--- src/rtl/cfgspi_pkg.sv ---
// Package: shared widths and the configuration record for the
// prefix-decoded serial register file.
// Assumes: 8-bit words, with a two- or three-bit prefix at the top.
package cfgspi_pkg;

    localparam int WORD_W  = 8;
    localparam int FREQ_W  = 6;
    localparam int GAIN_W  = 6;
    localparam int ITC_W   = 5;
    localparam int DIAG_W  = 4;
    localparam int PRESC_W = 4;
    localparam int CNT_W   = 4;
    localparam int CNT_MAX = (1 << CNT_W) - 1;

    // One-hot index of each write target
    typedef enum logic [2:0] {
        TGT_FREQ  = 3'd0,
        TGT_GAIN  = 3'd1,
        TGT_ITC   = 3'd2,
        TGT_TEST  = 3'd3,
        TGT_PRESC = 3'd4
    } tgt_e;

    localparam int NUM_TGT = 5;

    // Complete configuration state
    typedef struct packed {
        logic [FREQ_W-1:0]  freq;
        logic [GAIN_W-1:0]  gain;
        logic [ITC_W-1:0]   itc;
        logic               chan;
        logic [DIAG_W-1:0]  diag;
        logic [PRESC_W-1:0] presc;
        logic               so_oe;
    } cfg_t;

endpackage

--- src/rtl/cfgspi_sync.sv ---
// Module: cfgspi_sync
// Brings a vector of asynchronous levels into the clk domain through a
// chain of STAGES flops.
// Assumes: every bit is a slow level, relative to clk, that may be
// resynchronized on its own.
module cfgspi_sync #(
    parameter int          WIDTH   = 1,
    parameter int          STAGES  = 2,
    parameter logic [WIDTH-1:0] RST_VAL = '0
) (
    input  logic             clk,
    input  logic             rst_n,
    input  logic [WIDTH-1:0] d,
    output logic [WIDTH-1:0] q
);

    logic [STAGES-1:0][WIDTH-1:0] pipe;

    // Shift the inputs through the synchronizer chain
    always_ff @(posedge clk) begin
        if (!rst_n) begin
            for (int i = 0; i < STAGES; i++) pipe[i] <= RST_VAL;
        end else begin
            pipe[0] <= d;
            for (int i = 1; i < STAGES; i++) pipe[i] <= pipe[i-1];
        end
    end

    assign q = pipe[STAGES-1];

endmodule

--- src/rtl/cfgspi_shifter.sv ---
// Module: cfgspi_shifter
// Assembles serial bits, most significant first, on the falling edges
// of the synchronized bit clock while chip select is active. On the
// rising edge of chip select it raises word_valid for one cycle, but
// only when exactly WORD_W bits were received.
// Assumes: inputs have already been synchronized to clk, and the bit
// clock runs slower than clk/4.
module cfgspi_shifter
    import cfgspi_pkg::*;
#(
    parameter int W  = WORD_W,
    parameter int CW = CNT_W
) (
    input  logic         clk,
    input  logic         rst_n,
    input  logic         cs_n_q,
    input  logic         sck_q,
    input  logic         mosi_q,
    output logic         word_valid,
    output logic [W-1:0] word
);

    localparam logic [CW-1:0] CNT_SAT  = {CW{1'b1}};
    localparam logic [CW-1:0] CNT_FULL = CW'(W);

    logic          sck_d, cs_n_d;
    logic          sck_fall, cs_rise, cs_act;
    logic [CW-1:0] bit_cnt;
    logic [W-1:0]  shreg;

    // Keep the previous levels for edge detection
    always_ff @(posedge clk) begin
        if (!rst_n) begin
            sck_d  <= 1'b0;
            cs_n_d <= 1'b1;
        end else begin
            sck_d  <= sck_q;
            cs_n_d <= cs_n_q;
        end
    end

    assign sck_fall = sck_d & ~sck_q;
    assign cs_rise  = cs_n_q & ~cs_n_d;
    assign cs_act   = ~cs_n_q;

    // Shift in data and count the bits of the current frame
    always_ff @(posedge clk) begin
        if (!rst_n) begin
            shreg   <= '0;
            bit_cnt <= '0;
        end else if (!cs_act) begin
            bit_cnt <= '0;
        end else if (sck_fall) begin
            shreg   <= {shreg[W-2:0], mosi_q};
            bit_cnt <= (bit_cnt == CNT_SAT) ? CNT_SAT : bit_cnt + 1'b1;
        end
    end

    assign word_valid = cs_rise && (bit_cnt == CNT_FULL);
    assign word       = shreg;


    bit_count_chk: assert property (@(posedge clk) disable iff (!rst_n)
        (cs_act && sck_fall && bit_cnt != CNT_SAT) |=> (bit_cnt == $past(bit_cnt) + 1'b1));

endmodule

--- src/rtl/cfgspi_regs.sv ---
// Module: cfgspi_regs
// Decodes the address prefix of a completed word and loads its value
// field into the one addressed configuration register.
// Assumes: word_valid is a single-cycle pulse, and hold_ok is the
// synchronized inverse of the integrate level.
module cfgspi_regs
    import cfgspi_pkg::*;
(
    input  logic              clk,
    input  logic              rst_n,
    input  logic              word_valid,
    input  logic              hold_ok,
    input  logic [WORD_W-1:0] word,
    output cfg_t              cfg
);

    logic [NUM_TGT-1:0] we;
    logic               commit;

    assign commit = word_valid & hold_ok;

    // Map the two- or three-bit prefix onto a one-hot write enable
    always_comb begin
        we = '0;
        if (commit) begin
            unique case (word[7:6])
                2'b00: we[TGT_FREQ]  = 1'b1;
                2'b10: we[TGT_GAIN]  = 1'b1;
                2'b01: we[TGT_PRESC] = 1'b1;
                2'b11: begin
                    if (word[5]) we[TGT_TEST] = 1'b1;
                    else         we[TGT_ITC]  = 1'b1;
                end
                default: we = '0;
            endcase
        end
    end

    // Load the addressed register from the value field
    always_ff @(posedge clk) begin
        if (!rst_n) begin
            cfg <= '0;
        end else begin
            if (we[TGT_FREQ])  cfg.freq  <= word[FREQ_W-1:0];
            if (we[TGT_GAIN])  cfg.gain  <= word[GAIN_W-1:0];
            if (we[TGT_ITC])   cfg.itc   <= word[ITC_W-1:0];
            if (we[TGT_TEST]) begin
                cfg.chan <= word[0];
                cfg.diag <= word[DIAG_W:1];
            end
            if (we[TGT_PRESC]) begin
                cfg.presc <= word[PRESC_W:1];
                cfg.so_oe <= ~word[0];
            end
        end
    end


    one_target_chk: assert property (@(posedge clk) disable iff (!rst_n)
        $onehot0(we));

endmodule

--- src/rtl/cfgspi_regfile.sv ---
// Module: cfgspi_regfile (top)
// Write-only serial slave that routes each 8-bit word to one of five
// configuration registers by its prefix. Writes are taken only in hold
// mode (integ_mode low).
// Assumes: clk runs at least four times faster than spi_sck, and
// integ_mode is steady around the end of each frame.
module cfgspi_regfile
    import cfgspi_pkg::*;
#(
    parameter int SYNC_STAGES = 2
) (
    input  logic               clk,
    input  logic               rst_n,
    input  logic               spi_cs_n,
    input  logic               spi_sck,
    input  logic               spi_mosi,
    input  logic               integ_mode,
    output logic [FREQ_W-1:0]  freq_code,
    output logic [GAIN_W-1:0]  gain_code,
    output logic [ITC_W-1:0]   itc_code,
    output logic               chan_sel,
    output logic [DIAG_W-1:0]  diag_mode,
    output logic [PRESC_W-1:0] presc_code,
    output logic               so_drive_en
);

    logic [3:0]        sync_q;
    logic              cs_n_q, sck_q, mosi_q, integ_q;
    logic              word_valid;
    logic [WORD_W-1:0] word;
    cfg_t              cfg;

    cfgspi_sync #(
        .WIDTH   (4),
        .STAGES  (SYNC_STAGES),
        .RST_VAL (4'b1000)
    ) i_sync (
        .clk   (clk),
        .rst_n (rst_n),
        .d     ({spi_cs_n, spi_sck, spi_mosi, integ_mode}),
        .q     (sync_q)
    );

    assign {cs_n_q, sck_q, mosi_q, integ_q} = sync_q;

    cfgspi_shifter i_shift (
        .clk        (clk),
        .rst_n      (rst_n),
        .cs_n_q     (cs_n_q),
        .sck_q      (sck_q),
        .mosi_q     (mosi_q),
        .word_valid (word_valid),
        .word       (word)
    );

    cfgspi_regs i_regs (
        .clk        (clk),
        .rst_n      (rst_n),
        .word_valid (word_valid),
        .hold_ok    (~integ_q),
        .word       (word),
        .cfg        (cfg)
    );

    assign freq_code   = cfg.freq;
    assign gain_code   = cfg.gain;
    assign itc_code    = cfg.itc;
    assign chan_sel    = cfg.chan;
    assign diag_mode   = cfg.diag;
    assign presc_code  = cfg.presc;
    assign so_drive_en = cfg.so_oe;


    integ_hold_chk: assert property (@(posedge clk) disable iff (!rst_n)
        integ_q |=> $stable(cfg));


    idle_stable_chk: assert property (@(posedge clk) disable iff (!rst_n)
        !word_valid |=> $stable(cfg));


    gain_route_chk: assert property (@(posedge clk) disable iff (!rst_n)
        (word_valid && !integ_q && word[7:6] == 2'b10)
        |=> (cfg.gain == $past(word[5:0]) && cfg.freq == $past(cfg.freq)));

endmodule

--- config.mk ---
export PLATFORM = sky130hd
export DESIGN_NAME = cfgspi_regfile
export DESIGN_NICKNAME = d
export VERILOG_FILES = /design/src/rtl/cfgspi_pkg.sv /design/src/rtl/cfgspi_sync.sv /design/src/rtl/cfgspi_shifter.sv /design/src/rtl/cfgspi_regs.sv /design/src/rtl/cfgspi_regfile.sv
export SDC_FILE = /design/constraint.sdc
export NUM_CORES = 1
export LEC_CHECK = 0
export BUFFER_PORTS_ARGS = -buffer_cell sky130_fd_sc_hd__buf_4
export CORE_ASPECT_RATIO = 0.75
export CORE_MARGIN = 2
export CORE_UTILIZATION = 58
export CTS_CLUSTER_DIAMETER = 150
export DETAILED_ROUTE_END_ITERATION = 10
export PLACE_DENSITY = 0.9
export SYNTH_ARGS = -nofsm -noshare
export SYNTH_HDL_FRONTEND = slang
export SYNTH_SLANG_ARGS = --single-unit
export TNS_END_PERCENT = 100
--- constraint.sdc ---
create_clock -name clk -period 3.5 [get_ports clk]
set_clock_uncertainty 0.2 [all_clocks]
set_input_delay 0.525 -clock clk [delete_from_list [all_inputs] [get_ports clk]]
set_output_delay 0.525 -clock clk [all_outputs]
set_load 0.03 [all_outputs]
# Word-level counts from Yosys, hierarchy flattened
# Index checks and enable logic that the tools add are counted.
[word_totals] register_bits=49 in_bits=6 out_inout_bits=27 wordCells=40
[classes] n_addsub=1 n_eq_ne=5 muxes=8 bitwise=9 n_reduce_logical=4
[ops] op="== test 4 bit (second input constant)" count=2
[ops] op="inverter 1 bit" count=6
[ops] op="two-way mux 1 bit" count=5
[ops] op="two-way mux 5 bit" count=1
[ops] op="adder 4 x 1 -> 4 bit (second input constant)" count=1
[ops] op="== test 2 bit (second input constant)" count=2
[ops] op="two-way mux 4 bit" count=1
[ops] op="AND 1 bit" count=3
[ops] op="== test 2 x 1 -> 1 bit (second input constant)" count=1
[ops] op="zero test 2 bit" count=1
[ops] op="two-way mux 2 bit" count=1
[ops] op="AND reduction 2 bit" count=1
[ops] op="OR reduction 2 bit" count=1
[ops] op="logical AND 1 bit" count=1

# Depth between registers and ports, before layout
[logic_depth] word_depth=5 mapped_depth=7 ltp_nobuf=5

# Modules after synthesis
# A second synthesis with hierarchy kept.
[unflattened] hier_cells=186 hier_area_um2=1851.8
[by_module_without_submodules] mod="cfgspi_regs" n_inst=1 cells_each=101 area_each_um2=998.5 seq_area_each_um2=540.5
[by_module_without_submodules] mod="cfgspi_shifter" n_inst=1 cells_each=64 area_each_um2=609.3 seq_area_each_um2=280.3
[by_module_without_submodules] mod="cfgspi_sync" n_inst=1 cells_each=20 area_each_um2=240.2 seq_area_each_um2=160.2
[by_module_without_submodules] mod="cfgspi_regfile" n_inst=1 cells_each=1 area_each_um2=3.8 seq_area_each_um2=0.0

# Least setup slack after synthesis
# No wires, ideal clock.
[synth_timing] kind="reg2reg" start="reg i_shift.bit_cnt[0]" end="reg, netlist name i_regs.cfg[11]" setup_ns=0.120 arrival_ns=1.318 required_ns=3.180 setup_slack_ns=1.863 path_stages_with_launch=8 cell_sequence="dfxtp_1 > inv_1 > ha_1 > and4bb_1 > buf_6 > and4b_1 > buf_6 > mux2i_1"
[synth_between] elab_chain_cells=4
[synth_rtl] item="start: declaration" line_no="cfgspi_shifter.sv:28" text="logic [CW-1:0] bit_cnt;"
[synth_rtl] item="start signal: assignment" line_no="cfgspi_shifter.sv:55" text="bit_cnt <= (bit_cnt == CNT_SAT) ? CNT_SAT : bit_cnt + 1'b1;"
[synth_rtl] item="== test 4 bit" line_no="cfgspi_shifter.sv:59" text="assign word_valid = cs_rise && (bit_cnt == CNT_FULL);"
[synth_rtl] item="logical AND 1 bit" line_no="cfgspi_shifter.sv:59"
[synth_rtl] item="AND 1 bit" line_no="cfgspi_regs.sv:20" text="assign commit = word_valid & hold_ok;"
[synth_rtl] item="two-way mux 5 bit" line_no="cfgspi_regs.sv:25" text="if (commit) begin"
# Every way passes these cells.
# A chain may end at the register's enable or synchronous reset.

# Worst setup path in the final report
[layout_timing] start="reg i_shift.bit_cnt[0]" end="reg, netlist name i_regs.cfg[12]"
[layout_between] elab_chain_cells=4
[layout_rtl] item="== test 4 bit" line_no="cfgspi_shifter.sv:59"
[layout_rtl] item="logical AND 1 bit" line_no="cfgspi_shifter.sv:59"
[layout_rtl] item="AND 1 bit" line_no="cfgspi_regs.sv:20"
[layout_rtl] item="two-way mux 5 bit" line_no="cfgspi_regs.sv:25"
# Every way passes these cells.

==> reports/qor.yml <==
cells_and_area:
  nets: 224
  final_core_util: 0.703
  drive_gt1_frac: 0.208
  layout_commonest_cell: "dfxtp_1"
  area_growth_pct: 17.6
  antennaDiodeCount: 0
  layout_common_cells: "49 x dfxtp_1, 33 x buf_4, 23 x mux2i_1, 20 x nand2_1, 13 x nand3_1"
  fillers: 236
worst_setup_path:
  path_cells: "inv_1 -> ha_1 -> and4bb_1 -> and4b_1 -> mux2i_1"
  start_kind: "register"
  critPathKind: "reg2reg"
  cp.arrival_ns: 2.06
  rrSetupSlack_ns: 1.47
  crit_start: "i_shift.bit_cnt[0]"
  cpMaxStageDelayCell: "and4bb_1"
  worstPathRequired_ns: 3.53
  path_max_fanout: 15
  cp-end-kind: "register"
  cp_top_family: "simple AND/OR/NAND/NOR gates"
  worstPathBufferInverterCount: 1
  slowest_delay_ns: 0.52
  reg2reg_from: "i_shift.bit_cnt[0]"
timing:
  fmax_mhz: 492
  setup_tns_ns: 0
  finalHoldViolations: 0
  rsz0062_at_grt: "false"
  setup_viol: 0
  hold_slack_ns: 0.203
  relSlewSlack: 0.667
  period_share: 0.580
  drv_slew: 0
  worstMarginPinSlew_ns: 0.499
  min_period_ns: 2.03
detailed_routing:
  dr.first_iter.drc_count: 66
  vias: 1383
  wl_per_cell_um: 14.2
  via_per_inst: 5.40
  wl_um: 3640
  ant_nets: 0
  remaining_drc_errors: 0
  drt_first_pass_iters: 4
clock_network:
  cts-root-buf: "clkbuf_8"
  path_clk_slew_ns: 0.08
  cts.sink_count: 49
  cts_tree: "done"
  ctsLongestPathBuffers: 2
  htreeDepth: 2
  cts_buffers: 5
  post_cts_resized: 0
  clkLatencyLatePin_ns: 0.30
  cts-hold-fix-buffers: 0
  post_cts_buffers: 0
floorplan:
  fp.coreArea_mm2: 0.00322
  die_h_um: 53.9
  die_w_um: 70.5
  ios: 33
  placementRows: 18
  dieArea_mm2: 0.00380
  initial_utilization: 0.598
synth:
  ys_seq_area_frac: 0.510
  syn_area_mm2: 0.00192
  yosys_most_used_dff: "dfxtp_1"
  yosysWarnings: 0
  syn-instance-count: 187
  syn_nets: 195
  synthArstFlopShare: 0
  syn-mean-instance-area_um2: 10.3
  synth-edff-count: 0
  synth-seq-cells: 49
  ys_types: 33
outcome:
  outcome: "finished, final reports clean"
placed_design:
  dp_hpwl_um: 2450
  place_congestion: 0.767
  io_buffer_count: 32
grt:
  antenna_found_initial: 0
  grt_pass1_wl_um: 6030
  use_met3: 0.0693
  grt.busiest_layer: "met2"
  met2_usage: 0.340
  grt_pass1_vias: 1313
  grt_max_degree: 52
  overflow: 0
  use_met1: 0.260
  grtUsageTotal: 0.208
worst_hold_path:
  min_path_type: "in2reg"
  hold_start: "spi_cs_n"
power:
  p_leak_uw: 0.000927
  p_per_area_mw_per_mm2: 428
  power.total_uw: 969
  vdd_drop_max_mv: 0.268
run:
  maxCapViolCount: 0
[cell type report]
cell class              instances  area [um2]  share of cell area
repair buffers                 33         248               0.109
flip-flops and latches         49         981               0.433
inverters                       3        11.3             0.00498
well taps                      40        50.0              0.0221
clock inverters                 2        35.0              0.0155
clock buffers                   5        68.8              0.0304
multi-input cells             124         870               0.384
[cells in the mapped netlist, types with 2 or more instances]
master | n | share of area
a21boi_0 | 10 | 0.039
a21boi_1 | 2 | 0.0078
a21oi_1 | 2 | 0.0052
and2_1 | 7 | 0.023
and4b_1 | 3 | 0.016
buf_2 | 2 | 0.0052
buf_6 | 2 | 0.012
clkbuf_1 | 6 | 0.012
dfxtp_1 | 49 | 0.51
ha_1 | 2 | 0.013
inv_1 | 3 | 0.0059
mux2i_1 | 23 | 0.12
nand2_1 | 20 | 0.039
nand2b_1 | 4 | 0.013
nand3_1 | 13 | 0.034
nand4bb_1 | 2 | 0.012
nor2b_1 | 9 | 0.029
nor3_1 | 2 | 0.0052
o21ai_0 | 12 | 0.031
[stage by stage]
step / cell area (um2) / std cells / setup slack, ns
6_report: 2260 / 256 / 1.47
5_1_grt: 2260 / 256 / 1.26
4_1_cts: 2260 / 256 / 1.48
3_5_place_dp: 2160 / 249 / 1.49
3_3_place_gp: 2160 / 249 / 1.56
2_1_floorplan: 1920 / 187 / 1.86
[path summary, 6_finish.rpt]
check                        end  cells after the start
setup / recovery  i_regs.cfg[12]                      5
hold / removal    i_sync.pipe[3]                      2
setup reg to reg  i_regs.cfg[12]                      5
hold reg to reg      i_sync.q[3]                      1
[state kept, by name (all words and copies together) (netlist names)]
register	count
i_shift.cs_n_d	1
i_shift.bit_cnt	4
i_regs.cfg	27
i_shift.word	8
i_sync.pipe	4
i_shift.sck_d	1
i_sync.q	4
[cells by family (layout without fill, tap and decap cells)]
family | after synthesis | count (layout) | share of synthesized area
AO/OA/AOI/OAI | 29 | 29 | 0.0949
adder cells (fa/ha/maj) | 2 | 2 | 0.0130
buffers and inverters | 14 | 43 | 0.0384
flip-flops | 49 | 49 | 0.510
multiplexers | 23 | 23 | 0.120
AND/OR/NAND/NOR | 70 | 70 | 0.224
[where the power goes]
group	total (uW)	switching, uW	internal, uW
Clock	384	176	208
Sequential	564	2.42	562
Combinational	21.4	10.5	10.9
Total	969	189	780
[layer usage]
metal  routed length, um  up-vias
met5                   0        -
met4                  31        0
met3                 193        5
met2                1650       34
met1                1770      641
li1                    -      703
Power figures use the tool's default switching activity.
